`config.mk`:
```
export PLATFORM = sky130hd
export DESIGN_NAME = rd_cache2w
export DESIGN_NICKNAME = d
export VERILOG_FILES = /design/src/rtl/rdc_pkg.sv /design/src/rtl/rdc_tag_store.sv /design/src/rtl/rdc_data_store.sv /design/src/rtl/rdc_lru.sv /design/src/rtl/rd_cache2w.sv
export SDC_FILE = /design/constraint.sdc
export NUM_CORES = 1
export LEC_CHECK = 0
export ABC_CLOCK_PERIOD_IN_PS = 5400
export BUFFER_PORTS_ARGS = -buffer_cell sky130_fd_sc_hd__buf_4
export CAP_MARGIN = 20
export CORE_MARGIN = 4
export CORE_UTILIZATION = 55
export DETAILED_ROUTE_END_ITERATION = 10
export PLACE_DENSITY_LB_ADDON = 0.15
export SKIP_LAST_GASP = 1
export SYNTH_ARGS = -nofsm -noshare
export SYNTH_HDL_FRONTEND = slang
export SYNTH_SLANG_ARGS = --single-unit
```
`constraint.sdc`:
```
create_clock -name clk -period 5.4 [get_ports clk]
set_input_delay 1.08 -clock clk [delete_from_list [all_inputs] [get_ports clk]]
set_output_delay 1.08 -clock clk [all_outputs]
set_load 0.005 [all_outputs]
```
`src/rtl/rdc_pkg.sv`:
```
package rdc_pkg;
  typedef enum logic {
    ST_IDLE = 1'b0,
    ST_FILL = 1'b1
  } rdc_state_e;
endpackage

```
`src/rtl/rdc_tag_store.sv`:
```
module rdc_tag_store #(
  parameter int SETS  = 2,
  parameter int WAYS  = 2,
  parameter int TAG_W = 3,
  parameter int SET_W = 1,
  parameter int WAY_W = 1
) (
  input  logic             clk,
  input  logic             rst,
  input  logic [SET_W-1:0] lk_set,
  input  logic [TAG_W-1:0] lk_tag,
  output logic [WAYS-1:0]  hit_vec,
  output logic [WAYS-1:0]  valid_vec,
  input  logic             wr_en,
  input  logic [SET_W-1:0] wr_set,
  input  logic [WAY_W-1:0] wr_way,
  input  logic [TAG_W-1:0] wr_tag
);
  logic [WAYS-1:0]  valid_q [SETS];
  logic [TAG_W-1:0] tag_q   [SETS][WAYS];

  always_ff @(posedge clk) begin
    if (rst) begin
      for (int s = 0; s < SETS; s++) valid_q[s] <= '0;
    end else if (wr_en) begin
      valid_q[wr_set][wr_way] <= 1'b1;
    end
  end

  always_ff @(posedge clk) begin
    if (wr_en) tag_q[wr_set][wr_way] <= wr_tag;
  end

  for (genvar w = 0; w < WAYS; w++) begin : g_cmp
    assign valid_vec[w] = valid_q[lk_set][w];
    assign hit_vec[w]   = valid_q[lk_set][w] && (tag_q[lk_set][w] == lk_tag);
  end

  // never two live copies of one tag in a set
  p_single_match_r7: assert property (@(posedge clk) disable iff (rst)
    $onehot0(hit_vec));
endmodule

```
`src/rtl/rdc_data_store.sv`:
```
module rdc_data_store #(
  parameter int DEPTH  = 4,
  parameter int IDX_W  = 2,
  parameter int LINE_W = 16
) (
  input  logic              clk,
  input  logic              wr_en,
  input  logic [IDX_W-1:0]  wr_idx,
  input  logic [LINE_W-1:0] wr_line,
  input  logic              rd_en,
  input  logic [IDX_W-1:0]  rd_idx,
  output logic [LINE_W-1:0] rd_line
);
  logic [LINE_W-1:0] mem_q [DEPTH];

  always_ff @(posedge clk) begin
    if (wr_en) mem_q[wr_idx] <= wr_line;
  end

  always_ff @(posedge clk) begin
    if (rd_en) rd_line <= mem_q[rd_idx];
  end
endmodule

```
`src/rtl/rdc_lru.sv`:
```
module rdc_lru #(
  parameter int SETS  = 2,
  parameter int SET_W = 1
) (
  input  logic             clk,
  input  logic             rst,
  input  logic             upd_en,
  input  logic [SET_W-1:0] upd_set,
  input  logic             used_way,
  input  logic [SET_W-1:0] rd_set,
  output logic             evict_way
);
  logic [SETS-1:0] lru_q;

  always_ff @(posedge clk) begin
    if (rst) lru_q <= '0;
    else if (upd_en) lru_q[upd_set] <= ~used_way;
  end

  assign evict_way = lru_q[rd_set];

  // after a use, the set points away from the way just used
  p_points_away_r8: assert property (@(posedge clk) disable iff (rst)
    upd_en && (rd_set == upd_set) |=> (evict_way != $past(used_way)) || ($past(rd_set) != rd_set));
endmodule

```
`src/rtl/rd_cache2w.sv`:
```
module rd_cache2w #(
  parameter int ADDR_W = 5,
  parameter int SET_W  = 1,
  parameter int OFF_W  = 1,
  parameter int DATA_W = 8,
  parameter int CNT_W  = 16
) (
  input  logic                        clk,
  input  logic                        rst,
  input  logic                        req_valid,
  input  logic [ADDR_W-1:0]           req_addr,
  output logic                        req_ready,
  output logic                        rsp_valid,
  output logic [DATA_W-1:0]           rsp_data,
  output logic                        rsp_hit,
  output logic                        mem_req_valid,
  output logic [ADDR_W-OFF_W-1:0]     mem_req_addr,
  input  logic                        mem_rsp_valid,
  input  logic [DATA_W*(2**OFF_W)-1:0] mem_rsp_data,
  output logic [CNT_W-1:0]            hit_count,
  output logic [CNT_W-1:0]            miss_count
);
  import rdc_pkg::*;

  localparam int WAYS      = 2;
  localparam int WAY_W     = 1;
  localparam int SETS      = 2 ** SET_W;
  localparam int TAG_W     = ADDR_W - SET_W - OFF_W;
  localparam int BLK_BYTES = 2 ** OFF_W;
  localparam int LINE_W    = DATA_W * BLK_BYTES;
  localparam int IDX_W     = SET_W + WAY_W;
  localparam int BLK_W     = ADDR_W - OFF_W;

  rdc_state_e state_q;

  logic [TAG_W-1:0] req_tag;
  logic [SET_W-1:0] req_set;
  logic [OFF_W-1:0] req_off;
  assign req_tag = req_addr[ADDR_W-1 -: TAG_W];
  assign req_set = req_addr[OFF_W +: SET_W];
  assign req_off = req_addr[OFF_W-1:0];

  logic [TAG_W-1:0] pend_tag_q;
  logic [SET_W-1:0] pend_set_q;
  logic [OFF_W-1:0] pend_off_q;
  logic [WAY_W-1:0] victim_q;
  logic [OFF_W-1:0] off_q;
  logic             from_fill_q;
  logic [DATA_W-1:0] fill_byte_q;
  logic             rsp_valid_q, rsp_hit_q, mreq_q;
  logic [BLK_W-1:0] mreq_addr_q;
  logic [CNT_W-1:0] hit_cnt_q, miss_cnt_q;

  logic [WAYS-1:0]   hit_vec, valid_vec;
  logic              hit_any, hit_way, lru_evict, accept, fill_done;
  logic [WAY_W-1:0]  victim;
  logic [LINE_W-1:0] rd_line;

  assign req_ready = (state_q == ST_IDLE);
  assign accept    = req_valid && req_ready;
  assign fill_done = (state_q == ST_FILL) && mem_rsp_valid;
  assign hit_any   = |hit_vec;
  assign hit_way   = hit_vec[1];

  always_comb begin
    if (!valid_vec[0])      victim = 1'b0;
    else if (!valid_vec[1]) victim = 1'b1;
    else                    victim = lru_evict;
  end

  rdc_tag_store #(
    .SETS(SETS), .WAYS(WAYS), .TAG_W(TAG_W), .SET_W(SET_W), .WAY_W(WAY_W)
  ) u_tags (
    .clk(clk), .rst(rst),
    .lk_set(req_set), .lk_tag(req_tag),
    .hit_vec(hit_vec), .valid_vec(valid_vec),
    .wr_en(fill_done), .wr_set(pend_set_q), .wr_way(victim_q), .wr_tag(pend_tag_q)
  );

  rdc_data_store #(
    .DEPTH(SETS * WAYS), .IDX_W(IDX_W), .LINE_W(LINE_W)
  ) u_data (
    .clk(clk),
    .wr_en(fill_done), .wr_idx({pend_set_q, victim_q}), .wr_line(mem_rsp_data),
    .rd_en(accept && hit_any), .rd_idx({req_set, hit_way}), .rd_line(rd_line)
  );

  rdc_lru #(
    .SETS(SETS), .SET_W(SET_W)
  ) u_lru (
    .clk(clk), .rst(rst),
    .upd_en((accept && hit_any) || fill_done),
    .upd_set(fill_done ? pend_set_q : req_set),
    .used_way(fill_done ? victim_q : hit_way),
    .rd_set(req_set),
    .evict_way(lru_evict)
  );

  logic [DATA_W-1:0] line_bytes [BLK_BYTES];
  logic [DATA_W-1:0] fill_bytes [BLK_BYTES];
  for (genvar b = 0; b < BLK_BYTES; b++) begin : g_bytes
    assign line_bytes[b] = rd_line[b*DATA_W +: DATA_W];
    assign fill_bytes[b] = mem_rsp_data[b*DATA_W +: DATA_W];
  end

  always_ff @(posedge clk) begin
    if (rst) begin
      state_q     <= ST_IDLE;
      rsp_valid_q <= 1'b0;
      rsp_hit_q   <= 1'b0;
      mreq_q      <= 1'b0;
      mreq_addr_q <= '0;
      hit_cnt_q   <= '0;
      miss_cnt_q  <= '0;
      from_fill_q <= 1'b0;
      fill_byte_q <= '0;
      off_q       <= '0;
      pend_tag_q  <= '0;
      pend_set_q  <= '0;
      pend_off_q  <= '0;
      victim_q    <= '0;
    end else begin
      rsp_valid_q <= 1'b0;
      if (accept) begin
        if (hit_any) begin
          rsp_valid_q <= 1'b1;
          rsp_hit_q   <= 1'b1;
          from_fill_q <= 1'b0;
          off_q       <= req_off;
          hit_cnt_q   <= hit_cnt_q + 1'b1;
        end else begin
          state_q     <= ST_FILL;
          mreq_q      <= 1'b1;
          mreq_addr_q <= req_addr[ADDR_W-1:OFF_W];
          pend_tag_q  <= req_tag;
          pend_set_q  <= req_set;
          pend_off_q  <= req_off;
          victim_q    <= victim;
          miss_cnt_q  <= miss_cnt_q + 1'b1;
        end
      end else if (fill_done) begin
        state_q     <= ST_IDLE;
        mreq_q      <= 1'b0;
        rsp_valid_q <= 1'b1;
        rsp_hit_q   <= 1'b0;
        from_fill_q <= 1'b1;
        fill_byte_q <= fill_bytes[pend_off_q];
      end
    end
  end

  assign rsp_valid     = rsp_valid_q;
  assign rsp_hit       = rsp_hit_q;
  assign rsp_data      = from_fill_q ? fill_byte_q : line_bytes[off_q];
  assign mem_req_valid = mreq_q;
  assign mem_req_addr  = mreq_addr_q;
  assign hit_count     = hit_cnt_q;
  assign miss_count    = miss_cnt_q;

  // an outstanding fetch holds its request and address
  p_fetch_hold_r3: assert property (@(posedge clk) disable iff (rst)
    mem_req_valid && !mem_rsp_valid |=> mem_req_valid && $stable(mem_req_addr));
  // nothing is accepted while a fetch is pending
  p_busy_blocks_r11: assert property (@(posedge clk) disable iff (rst)
    mem_req_valid |-> !req_ready);
  // a response follows an acceptance or a returned block
  p_rsp_cause_r5: assert property (@(posedge clk) disable iff (rst)
    rsp_valid |-> $past(req_valid && req_ready) || $past(mem_rsp_valid && mem_req_valid));
  // a hit response never comes with a fetch in flight
  p_hit_no_fetch_r5: assert property (@(posedge clk) disable iff (rst)
    rsp_valid && rsp_hit |-> !mem_req_valid);
  // counters move only on an accepted load
  p_count_idle_r9: assert property (@(posedge clk) disable iff (rst)
    !(req_valid && req_ready) |=> $stable(hit_count) && $stable(miss_count));
endmodule

```
### Word-level counts from Yosys, hierarchy flattened

Memory sizes are Yosys's and may differ from the RTL's. A register that Yosys moved wholly into a read port is not among the register bits.
Cells that the tools add are included.
W data, S select, Z words.

| cells by class | value |
|---|---|
| reductions and logical operators | 17 |
| $add $sub $neg | 2 |
| multiplexer cells | 40 |
| bitwise gates (word level) | 7 |
| equal/unequal tests | 4 |
| order comparisons | 9 |

Operators by type and width:

| kind | count |
|---|---|
| $mux W8 | 7 |
| $add A16 B1 Y16 const B | 2 |
| $mux W1 | 24 |
| $reduce_and A2 Y1 | 5 |
| $logic_and A1 B1 Y1 | 8 |
| $eq A3 B3 Y1 | 2 |
| $ge A2 B2 Y1 const B | 3 |
| $lt A1 B2 Y1 const B | 3 |
| $mux W2 | 3 |
| $mux W6 | 1 |
| $not A1 Y2 | 3 |
| $ne A2 B2 Y1 const B | 2 |
| $not A1 Y1 | 4 |
| $reduce_or A2 Y1 | 2 |
| $demux W3 S1 | 1 |
| $mux W3 | 1 |
| $bwmux W2 | 1 |
| $demux W1 S1 | 2 |
| $ge A1 B1 Y1 const B | 2 |
| $lt A2 B1 Y1 const B | 1 |
| $reduce_bool A2 Y1 | 1 |
| $logic_or A1 B1 Y1 | 1 |

| storage, ports and cells | value |
|---|---|
| bits of input ports | 25 |
| memory bits (writable) | 80 |
| logic and storage cells | 96 |
| memories kept | 3 |
| bits in registers | 57 |

Memory list:

| name | words | bits a word | rd ports | clocked after memory_dff | wr ports | RTL line | source |
|---|---|---|---|---|---|---|---|
| u_data.mem_q | 4 | 16 | 1 | 1 | 1 | rdc_data_store.sv:14 | `logic [LINE_W-1:0] mem_q [DEPTH];` |
| u_tags.tag_q | 2 | 6 | 1 | 0 | 1 | rdc_tag_store.sv:20 | `logic [TAG_W-1:0] tag_q [SETS][WAYS];` |
| u_tags.valid_q | 2 | 2 | 1 | 0 | 2 | rdc_tag_store.sv:19 | `logic [WAYS-1:0] valid_q [SETS];` |

### Longest topological paths before layout

Gate-level depths: netlist of the first run.

| logic depth | value |
|---|---|
| word-level depth | 7 |
| gate-level depth with buffers | 8 |
| mapped depth without buffers | 5 |

### Hierarchy

Synthesis of the first run repeated with hierarchy kept, for this count alone.

| unflattened totals | value |
|---|---|
| cells, all modules | 453 |
| area total of the unflattened synthesis | 6062.1 um^2 |

By module, submodules not included:

| module | area an instance (um^2) | cells each | instances |
|---|---|---|---|
| rdc_data_store | 2857.7 | 104 | 1 |
| rd_cache2w | 2397.3 | 289 | 1 |
| rdc_tag_store | 713.2 | 50 | 1 |
| rdc_lru | 93.8 | 10 | 1 |

### Worst setup path before layout of the first run

No wires, ideal clock.

| timing path | value |
|---|---|
| path kind | input-to-reg |
| from | input port req_addr[1] |
| to | register u_data.rd_line[0] (read register of u_data.mem_q), enable pin |
| setup slack | 1.813 ns |
| data arrival time | 3.195 ns |
| buffers on the path | 3 |
| cell stages on the path | 6 |
| cells stage by stage | buf_6 > mux4_2 > or3_4 > buf_6 > buf_2 > o21ai_1 |

| on the way | value |
|---|---|
| longest elaborated chain between the ends | 5 |
| elaborated cells on any way between the ends | 8 |
| classes of those cells | eq/ne (2); reduce/logical (4); memory (2) |

RTL lines:

| element | RTL line | source |
|---|---|---|
| start, declared | rd_cache2w.sv:11 | `input logic [ADDR_W-1:0] req_addr,` |
| $mem_v2 Z2 W6 | n/a |  |
| $eq A3 B3 Y1 | rdc_tag_store.sv:36 | `assign hit_vec[w] = valid_q[lk_set][w] && (tag_q[lk_set][w] == lk_tag);` |
| $logic_and A1 B1 Y1 | rdc_tag_store.sv:36 |  |
| $reduce_or A2 Y1 (*) | rd_cache2w.sv:62 | `assign hit_any = \|hit_vec;` |
| $logic_and A1 B1 Y1 (*) | rd_cache2w.sv:85 | `.rd_en(accept && hit_any), .rd_idx({req_set, hit_way}), .rd_line(rd_line)` |
| via u_data.rd_en | rdc_data_store.sv:10 | `input logic rd_en,` |
| end, declared | rdc_data_store.sv:12 | `output logic [LINE_W-1:0] rd_line` |

Mark *: on every way through the listed nets, which the timed path passes. The rest lies on a longest branch.
A chain may end at the register's enable or synchronous reset.

### Worst setup path after layout of the first run

| timing path | value |
|---|---|
| from | input port req_addr[1] |
| to | register hit_cnt_q[12] (netlist: hit_count[12]) |

| on the way | value |
|---|---|
| longest elaborated chain between the ends | 5 |
| elaborated cells on any way between the ends | 8 |
| classes of those cells | eq/ne (2); reduce/logical (4); memory (2) |

RTL lines:

| element | RTL line | source |
|---|---|---|
| $mem_v2 Z2 W6 | n/a |  |
| $eq A3 B3 Y1 | rdc_tag_store.sv:36 |  |
| $logic_and A1 B1 Y1 | rdc_tag_store.sv:36 |  |
| $reduce_or A2 Y1 (*) | rd_cache2w.sv:62 |  |
| $reduce_and A2 Y1 (no source line) (*) | n/a |  |
| end signal, assigned | rd_cache2w.sv:130 | `hit_cnt_q <= hit_cnt_q + 1'b1;` |
| end, declared | rd_cache2w.sv:52 | `logic [CNT_W-1:0] hit_cnt_q, miss_cnt_q;` |

Every way passes the cells marked *; elsewhere a longest branch is shown, timed or not.

==> results.yml, run 1 <==
status:
  outcome: "completed"
global_route:
  grt_overflow_total: 0
  grt_pass1_wl_um: 21400
  grt_overall_usage: 0.213
  grt_start_max_net_pins: 73
  antenna_found_initial: 0
  vias_in_the_first_global_route: 4092
run:
  timing.max_cap.violations: 0
critical_path:
  critical_path.endpoint: "hit_count[12]"
  worstSetupPathDepth: 6
  reg2reg_from: "u_tags.tag_q[0][4]"
  crit_path_start: "req_addr[1]"
  critPathBufInv: 1
  critical_path.cell_chain: "buf_4, mux2i_1, xnor2_1, nor3_4, o211ai_1, mux2_1"
  slowest_delay_ns: 0.92
  end_kind: "flip-flop"
  critical_path_arrival_ns: 3.46
  startpoint_type_of_the_worst_setup_path: "primary input"
  setup.worst_path.class: "in2reg"
  worstRegToRegCells: 5
  regToRegSetupSlack_ns: 2.72
  critical_path.max_fanout: 31
  capturing_point_of_the_worst_reg2reg_path: "hit_count[12]"
  worst_path_dominant_cell_family: "simple AND/OR/NAND/NOR gates"
  critPathSlowestCell: "sky130_fd_sc_hd__nor3_4"
  worst-endpoint-required_ns: 5.70
route:
  detailroute.via_count: 4241
  routed_wirelength_um: 13300
  antenna_violating_nets_post_route: 0
  wl_per_cell_um: 18.9
  detail_route.drc_violations: 0
  vias_per_cell: 6.01
  drtPass1Iterations: 5
  first_iter_violations: 431
yosys:
  synth-xor-area-share: 0.00549
  number_of_distinct_standard_cells_referenced_by_the_synthesized_netlist: 46
  synth-simple-area-share: 0.127
  largest_family_of_logic_cells_by_synthesized_area: "multiplexers"
  synthTopCellsByArea: "sky130_fd_sc_hd__edfxtp_1 43%, sky130_fd_sc_hd__dfxtp_1 18%, sky130_fd_sc_hd__mux4_2 6.4%"
  synth_compound_gate_area_share: 0.0916
  fraction_of_synthesized_area_in_multiplexers: 0.128
  synth_warn: 0
  synth_sequential_area_ratio: 0.612
  synth.avg_cell_area_um2: 13.0
  synthDominantAreaCellType: "sky130_fd_sc_hd__edfxtp_1"
  post_synthesis_register_bit_count: 149
  syn_area_um2: 6380
  synth_top_area_share: 0.433
  post_synthesis_share_of_cell_area_spent_on_full_adders_half_adders_and_majority_gates: 0.00392
  synth_cells: 489
  synth_fp_nets: 516
final_layout:
  n_antenna_cell: 0
  final_util: 0.671
  nFillCells: 872
  layoutNonFillerInstCount: 706
  flow.area_growth_from_synthesis_pct: 19.5
  layout.nets: 577
  final_layout_size_suffix_gt1_frac: 0.270
timing:
  max_clock_freq_mhz: 316
  max_slew_margin: 0.260
  hold_violations: 0
  worst_slew_pin_slew_ns: 1.11
  report.final.setup_viol: 0
  fin_setup_tns_ns: 0
  finClkSkew_ns: 0.00796
  final.min_clock_period_ns: 3.16
  final_min_period_over_clock_period: 0.585
  slew_viol_final: 0
  fin_worst_hold_slack_ns: 0.500
  rsz_0062_raised_after_global_routing: "false"
clocking:
  cts_sink_cnt: 149
  clk-insertion-delay-late_ns: 0.42
  tritoncts.num_buffers: 17
  cts_root_buffer: "sky130_fd_sc_hd__clkbuf_16"
  post_cts_resize_count: 0
  post_cts_setup_driven_buffer_insertion_count: 0
  h-tree-depth: 4
  cts_tree: "yes"
  cts_buffer_depth: 2
  hold_buffers: 0
  clk_pin_slew_ns: 0.06
worst_hold_path:
  hp-class: "reg2reg"
power_and_ir_drop:
  power_per_cell_area_nw_per_um2: 344
  leakagePower_uw: 0.00274
  vdd.ir_drop.worst_v: 0.000310
placed_design:
  place.port_buffers: 72
  place.detailed.hpwl_um: 8650
  dp.cells: 673
  routabilityCongestion: 0.760
die:
  core.rowCount: 39
  fp.dieArea_um2: 13400
  initial_core_util: 0.561
  chipHeight_um: 116
  dieWidth_um: 116
  coreArea_um2: 11400
  top_level_ports: 73
-- registers in the layout, summed over array words and instances (netlist names) --
name and flops:
miss_count 16, rsp_valid 1, u_tags.valid_q 4, mem_req_valid 1, rsp_hit 1, pend_off_q 1
fill_byte_q 8, mem_req_addr 2, u_lru.lru_q 2, hit_count 16, off_q 1, u_data.mem_q 64
from_fill_q 1, u_tags.tag_q 12, pend_tag_q 2, victim_q 1, u_data.rd_line 16
-- tightest hold or removal path, delay by kind of cell, from the launching register on --
kind / cells / cell delay [ns]
compound gates: 1 / 0.05
simple gates: 1 / 0.09
flops: 1 / 0.31
-- kinds of logic (layout without fill, tap and decap cells) --
group	count (synthesis)	count (layout)
DFF	149	149
and+or+nand+nor	149	149
xor gates and xnor gates	4	4
AOI/OAI and AO/OA	85	85
muxes	57	57
buffers and inverters	43	117
adders and majority gates	2	2
-- routing by layer --
metal	vias up	part of all wire	GRT usage
met4	0	0.015	0.0913
met5	-	0	0
met1	2066	0.45	0.287
met2	139	0.49	0.338
met3	16	0.054	0.0449
li1	2020	-	-
-- final cells by class --
class | count | area (µm²) | share of cell area
Tap cell | 143 | 179 | 0.0235
Timing Repair Buffer | 77 | 578 | 0.0758
Clock buffer | 20 | 468 | 0.0614
Multi-Input combinational cell | 297 | 2290 | 0.301
Clock inverter | 12 | 174 | 0.0228
Sequential cell | 149 | 3900 | 0.512
Inverter | 8 | 30.0 | 0.00394
-- worst min-delay path by stage --
stage / from / cells past startpoint / slack (ns) / endpoint
detailed placement: fill_byte_q[6] / 2 / 0.49 / fill_byte_q[6]
floorplan: u_tags.valid_q[1][1] / 2 / 0.46 / u_tags.valid_q[1][1]
global route: fill_byte_q[1] / 2 / 0.52 / fill_byte_q[1]
global placement: rsp_hit / 2 / 0.47 / rsp_hit
CTS: fill_byte_q[6] / 2 / 0.50 / fill_byte_q[6]
finish: fill_byte_q[7] / 2 / 0.50 / fill_byte_q[7]
-- per-stage QoR --
stage	area, µm²	total power (µW)	setup slack [ns]
3_3_place_gp	6970	1370	1.79
4_1_cts	7620	2640	2.22
3_5_place_dp	6970	1380	1.77
2_1_floorplan	6380	1330	1.81
6_report	7620	2620	2.24
5_1_grt	7620	2710	2.11
-- report_power, final --
group | switching, µW | leakage, µW | internal (µW)
combinational | 63.5 | 0.00112 | 48.7
sequential | 16.8 | 0.00130 | 1230
clock | 454 | 0.000315 | 812
-- cell usage after synthesis (all sizes together) --
cell,instances
o21ai,16
nor3b,1
and3,10
nand3b,2
clkbuf,19
and4,1
ha,2
nand4,15
nor2b,18
o311ai,8
xnor2,4
nand3,4
nand2b,4
o21a,3
dfxtp,57
o41ai,7
edfxtp,92
nor3,10
a31oi,3
buf,16
or4,5
inv,8
or2,7
mux4,18
and2,4
o2111ai,5
a311o,1
o211ai,6
nor2,38
nor4,5
mux2,18
mux2i,21
o31ai,10
nand2,23
a21oi,15
or3,2
a211oi,11
-- placed cells by master (no fill, tap or decap), drive strengths merged, types with 4 or more instances in the layout --
master	instances
a211oi	11
a21oi	15
and2	4
and3	10
buf	77
bufinv	4
clkbuf	20
clkinv	6
dfxtp	57
edfxtp	92
inv	9
mux2	18
mux2i	21
mux4	18
nand2	23
nand2b	4
nand3	4
nand4	15
nor2	38
nor2b	18
nor3	10
nor4	5
o2111ai	5
o211ai	6
o21ai	16
o311ai	8
o31ai	10
o41ai	7
or2	7
or4	5
xnor2	4
Power figures use the tool's default switching activity.
==> run 2, diff against run 1 <==
Settings changed: ABC_AREA from default to 1, ABC_CLOCK_PERIOD_IN_PS 5400 to 2900, CORE_UTILIZATION 55 to 52.
Clock period 5.4 ns to 2.9 ns, I/O delays scaled along.
==> results.yml, run 2 <==
status:
  outcome: "completed"
final_layout:
  layout.cells.most_common: "sky130_fd_sc_hd__nand2_1"
  final_layout_size_suffix_gt1_frac: 0.172
  largest_register_ffs: 64
  most-common-layout-cells: "140 x sky130_fd_sc_hd__nand2_1, 92 x sky130_fd_sc_hd__edfxtp_1, 88 x sky130_fd_sc_hd__buf_4"
  top_register_by_number_of_flip_flops: "u_data.mem_q"
  layout.nets: 769
  n_antenna_cell: 0
  flow.area_growth_from_synthesis_pct: 19.1
critical_path:
  reg2reg_from: "u_tags.tag_q[1][0]"
  critPathBufInv: 2
  critPathSlowestCell: "sky130_fd_sc_hd__dfxtp_1"
  startpoint_type_of_the_worst_setup_path: "flip-flop"
  setup.worst_path.class: "reg2out"
  critical_path.cell_chain: "clkinv_1, nand2_1, a21oi_1, buf_4"
  critical_path.max_fanout: 9
  capturing_point_of_the_worst_reg2reg_path: "u_data.rd_line[2]"
  worst_path_dominant_cell_family: "flip-flops"
  critical_path_arrival_ns: 1.86
  regToRegSetupSlack_ns: 1.06
  end_kind: "primary output"
  worstRegToRegCells: 10
  worst-endpoint-required_ns: 2.32
  slowest_delay_ns: 0.59
power_and_ir_drop:
  vdd.ir_drop.worst_v: 0.000393
  leakagePower_uw: 0.00289
  totalPowerFinal_uw: 4600
  power_per_cell_area_nw_per_um2: 607
route:
  detail_route.drc_violations: 0
  vias_per_cell: 5.56
  detailroute.via_count: 5016
  antenna_violating_nets_post_route: 0
  routed_wirelength_um: 15200
  wl_per_cell_um: 16.9
  drtPass1Iterations: 7
  first_iter_violations: 459
clocking:
  clk-insertion-delay-late_ns: 0.42
  post_cts_setup_driven_buffer_insertion_count: 0
  cts_sink_cnt: 149
  hold_buffers: 0
  h-tree-depth: 4
  clk_pin_slew_ns: 0.06
  tritoncts.num_buffers: 17
  cts_buffer_depth: 2
  cts_root_buffer: "sky130_fd_sc_hd__clkbuf_16"
  cts_tree: "yes"
  post_cts_resize_count: 0
run:
  timing.max_cap.violations: 0
timing:
  fin_setup_tns_ns: 0
  post_route_worst_setup_slack_ns: 0.455
  worst_slew_pin_slew_ns: 0.814
  rsz_0062_raised_after_global_routing: "false"
  finClkSkew_ns: 0.00798
  hold_violations: 0
  final.min_clock_period_ns: 2.44
  report.final.setup_viol: 0
  max_clock_freq_mhz: 409
  final_min_period_over_clock_period: 0.843
  slew_viol_final: 0
  max_slew_margin: 0.457
die:
  core.rowCount: 40
  coreArea_um2: 12000
  top_level_ports: 73
  dieWidth_um: 119
  chipHeight_um: 119
  fp.dieArea_um2: 14100
  initial_core_util: 0.529
yosys:
  post_synthesis_register_bit_count: 149
  synth_sequential_area_ratio: 0.614
  synth_fp_nets: 692
  synth_cells: 665
  synth_warn: 0
  synthDominantAreaCellType: "sky130_fd_sc_hd__edfxtp_1"
  number_of_distinct_standard_cells_referenced_by_the_synthesized_netlist: 31
  cell_with_the_most_instances_after_synthesis: "sky130_fd_sc_hd__nand2_1"
  syn_area_um2: 6360
  synthTopCellsByArea: "sky130_fd_sc_hd__edfxtp_1 43%, sky130_fd_sc_hd__dfxtp_1 18%, sky130_fd_sc_hd__nand2_1 8.3%"
  synth_edf_count: 92
  synth_top_area_share: 0.434
  ys_dominant_reg_cell: "sky130_fd_sc_hd__edfxtp_1"
  async_flop_share: 0
  synth.avg_cell_area_um2: 9.56
  post_synth_most_frequent_cells: "140 x sky130_fd_sc_hd__nand2_1, 92 x sky130_fd_sc_hd__edfxtp_1, 81 x sky130_fd_sc_hd__nor2_1"
global_route:
  antenna_found_initial: 0
  grt_start_max_net_pins: 35
  grt_overall_usage: 0.225
  vias_in_the_first_global_route: 5003
  grt_pass1_wl_um: 25000
  grt_overflow_total: 0
placed_design:
  place.port_buffers: 72
  place.detailed.hpwl_um: 10200
  routabilityCongestion: 0.914
  pre_cts_ws_ns: 0.298
worst_hold_path:
  min_delay_path_depth: 1
  hold_end: "u_data.mem_q[2][9]"
  hp-class: "in2reg"
  worst_hold_startpoint: "mem_rsp_data[9]"
-- run 2: changes by cell type after synthesis, sizes merged, moves of 21 or more --
cell / before / now
nand3: 4 / 39
nor2: 38 / 83
a21oi: 15 / 60
inv: 8 / 44
nand2: 23 / 146
o21ai: 16 / 43
mux2i: 21 / 0
-- run 2: kinds of logic after synthesis --
group	synth area share
and+or+nand+nor	0.188
DFF	0.614
AOI/OAI and AO/OA	0.108
buffers and inverters	0.0559
xor gates and xnor gates	0.0303
adders and majority gates	0.00393
-- run 2: through the flow --
| step | std cells | util | hold WS (ns) | area, µm² |
|---|---|---|---|---|
| finish | 902 | 0.631 | 0.372 | 7570 |
| global route | 902 | 0.631 | 0.359 | 7570 |
| CTS | 902 | 0.631 | 0.356 | 7570 |
| detailed placement | 870 | 0.585 | 0.462 | 7030 |
| global placement | 870 | 0.585 | 0.453 | 7030 |
| floorplan | 665 | - | 0.440 | 6360 |
-- run 2: metal layers --
metal	vias up	track usage	wire, µm	share of wire
met5	-	0	0	0
met4	0	0.0905	207	0.014
met2	179	0.360	7430	0.49
met3	21	0.0560	997	0.065
met1	2400	0.293	6610	0.43
li1	2416	-	-	-
-- run 2: worst reg2reg max path, cell delays in order (launching register included) --
cell and delay, ns:
sky130_fd_sc_hd__edfxtp_1 0.38, sky130_fd_sc_hd__nand2_1 0.12, sky130_fd_sc_hd__nand2_1 0.07, sky130_fd_sc_hd__nand2_1 0.05
sky130_fd_sc_hd__nand2_1 0.06, sky130_fd_sc_hd__nor2_2 0.13, sky130_fd_sc_hd__nand2_4 0.09, sky130_fd_sc_hd__inv_2 0.29
sky130_fd_sc_hd__buf_4 0.25, sky130_fd_sc_hd__o21ai_0 0.10, sky130_fd_sc_hd__o22ai_1 0.14
-- run 2: final cells by class --
cell class / instances / area (µm²)
timing repair buffer: 88 / 661
clock inverter: 13 / 110
multi-input combinational: 439 / 2100
tap: 147 / 184
clock buffer: 19 / 433
inverter: 47 / 179
fill: 1005 / 4440
sequential: 149 / 3900
-- run 2: worst max path at each step --
| stage | from | endpoint | slack [ns] | cells past startpoint |
|---|---|---|---|---|
| 6_report | off_q | rsp_data[2] | 0.46 | 4 |
| 2_1_floorplan | mem_rsp_valid | u_data.mem_q[3][0] | 0.58 | 5 |
| 3_3_place_gp | req_addr[1] | u_data.rd_line[15] | 0.37 | 11 |
| 3_5_place_dp | req_addr[1] | u_data.rd_line[6] | 0.30 | 10 |
| 4_1_cts | off_q | rsp_data[2] | 0.42 | 4 |
| 5_1_grt | off_q | rsp_data[4] | 0.35 | 4 |
-- run 2: power breakdown --
part           internal, µW  switching [µW]
combinational          94.6             155
sequential             2290            32.0
clock                  1170             854
total                  3550            1040
==> run 3, diff against run 2 <==
Settings changed: ABC_CLOCK_PERIOD_IN_PS 2900 to 2100.
Clock period 2.9 ns to 2.1 ns, I/O delays scaled along.
==> results.yml, run 3 (synthesis results as in run 2) <==
status:
  outcome: "completed"
global_route:
  grt_overflow_total: 0
  grt_start_max_net_pins: 34
  grt_pass1_wl_um: 24300
  vias_in_the_first_global_route: 4885
  grt_overall_usage: 0.219
  antenna_found_initial: 0
critical_path:
  startpoint_type_of_the_worst_setup_path: "flip-flop"
  worstRegToRegCells: 9
  regToRegSetupSlack_ns: 0.43
  setup.worst_path.class: "reg2out"
  critical_path.max_fanout: 9
  end_kind: "primary output"
  critical_path_arrival_ns: 1.47
  worst-endpoint-required_ns: 1.68
die:
  chipHeight_um: 119
  top_level_ports: 73
  fp.dieArea_um2: 14100
  initial_core_util: 0.529
  core.rowCount: 40
  coreArea_um2: 12000
  dieWidth_um: 119
timing:
  max_slew_margin: 0.652
  fin_setup_tns_ns: 0
  worst_slew_pin_slew_ns: 0.518
  report.final.setup_viol: 0
  max_clock_freq_mhz: 529
  final.min_clock_period_ns: 1.89
  fin_worst_hold_slack_ns: 0.205
  hold_violations: 0
  final_min_period_over_clock_period: 0.900
  finClkSkew_ns: 0.00711
  slew_viol_final: 0
  rsz_0062_raised_after_global_routing: "false"
final_layout:
  largest_register_ffs: 64
  stdcell_area_um2: 7650
  layout.nets: 776
  nFillCells: 977
  most-common-layout-cells: "140 x sky130_fd_sc_hd__nand2_1, 92 x sky130_fd_sc_hd__buf_4, 92 x sky130_fd_sc_hd__edfxtp_1"
  layoutNonFillerInstCount: 909
  n_antenna_cell: 0
  layout.cells.most_common: "sky130_fd_sc_hd__nand2_1"
  final_layout_size_suffix_gt1_frac: 0.185
  flow.area_growth_from_synthesis_pct: 20.4
  top_register_by_number_of_flip_flops: "u_data.mem_q"
run:
  timing.max_cap.violations: 0
placed_design:
  place_area_um2: 7130
  place.port_buffers: 72
  place.detailed.hpwl_um: 9940
  routabilityCongestion: 0.897
  dp.cells: 877
worst_hold_path:
  min_delay_path_depth: 1
  hp-class: "in2reg"
route:
  antenna_violating_nets_post_route: 0
  first_iter_violations: 379
  routed_wirelength_um: 15100
  wl_per_cell_um: 16.6
  drtPass1Iterations: 6
  vias_per_cell: 5.52
  detailroute.via_count: 5019
  detail_route.drc_violations: 0
power_and_ir_drop:
  totalPowerFinal_uw: 6270
  p_comb_frac: 0.057
  power.switching_uw: 1460
  power_report.internal_total_uw: 4810
  power_per_cell_area_nw_per_um2: 819
  vdd.ir_drop.worst_v: 0.000596
  p_sw_frac: 0.233
  share_clk_of_total_power: 0.433
  leakagePower_uw: 0.00292
  power.sequential.fraction: 0.510
clocking:
  cts_sink_cnt: 149
  h-tree-depth: 4
  cts_tree: "yes"
  clk_pin_slew_ns: 0.06
  post_cts_setup_driven_buffer_insertion_count: 0
  post_cts_resize_count: 0
  clk-insertion-delay-late_ns: 0.42
  cts_buffer_depth: 2
  tritoncts.num_buffers: 17
  cts_root_buffer: "sky130_fd_sc_hd__clkbuf_16"
  hold_buffers: 0
-- run 3: cell count changes in the layout (fill, tap and decap cells not counted) --
cell and change:
sky130_fd_sc_hd__clkinv_1 -1, sky130_fd_sc_hd__inv_6 +4, sky130_fd_sc_hd__clkinv_4 -4, sky130_fd_sc_hd__bufinv_16 -1, sky130_fd_sc_hd__clkbuf_1 -1, sky130_fd_sc_hd__nor2_2 +2, sky130_fd_sc_hd__buf_4 +4, sky130_fd_sc_hd__clkinvlp_4 +3
sky130_fd_sc_hd__nor2_1 -2, sky130_fd_sc_hd__buf_12 +3
-- run 3: final cells by class --
class	instances	area, µm²	area share
Clock buffer	18	429	0.0561
Clock inverter	14	98.8	0.0129
Inverter	47	179	0.0234
Multi-Input combinational cell	439	2110	0.276
Sequential cell	149	3900	0.510
Tap cell	147	184	0.0240
Timing Repair Buffer	95	751	0.0981
-- run 3: power groups by stage --
stage                     clock [µW]  combinational, µW  sequential, µW
after floorplan                    0                204            3240
after global placement             0                347            3260
after detailed placement           0                357            3260
after CTS                       2770                358            3200
after global routing            2910                396            3200
final                           2720                357            3200
-- run 3: worst max-delay path: stages, from the launching register on --
cell and delay (ns):
sky130_fd_sc_hd__dfxtp_1 0.34, sky130_fd_sc_hd__clkinv_1 0.25, sky130_fd_sc_hd__nand2_1 0.18, sky130_fd_sc_hd__a21oi_1 0.12
sky130_fd_sc_hd__buf_4 0.15
-- run 3: per-layer routing --
| layer | GRT usage | wire length, µm |
|---|---|---|
| met1 | 0.282 | 6530 |
| met2 | 0.360 | 7300 |
| met3 | 0.0483 | 971 |
| met4 | 0.0898 | 263 |
| met5 | 0 | 0 |
-- run 3: worst paths after layout --
path	from	to
worst min-delay path	mem_rsp_data[12]	u_data.mem_q[0][12]
worst max-delay path	off_q	rsp_data[0]
worst min register to register	u_tags.valid_q[0][1]	u_tags.valid_q[0][1]
worst max register to register	u_tags.tag_q[0][2]	u_data.rd_line[6]
-- run 3: metrics by stage --
stage | util | worst slack, ns
3_3_place_gp | 0.593 | 0.204
3_5_place_dp | 0.593 | 0.0983
6_report | 0.637 | 0.211
4_1_cts | 0.637 | 0.211
2_1_floorplan | - | 0.180
5_1_grt | 0.637 | 0.120
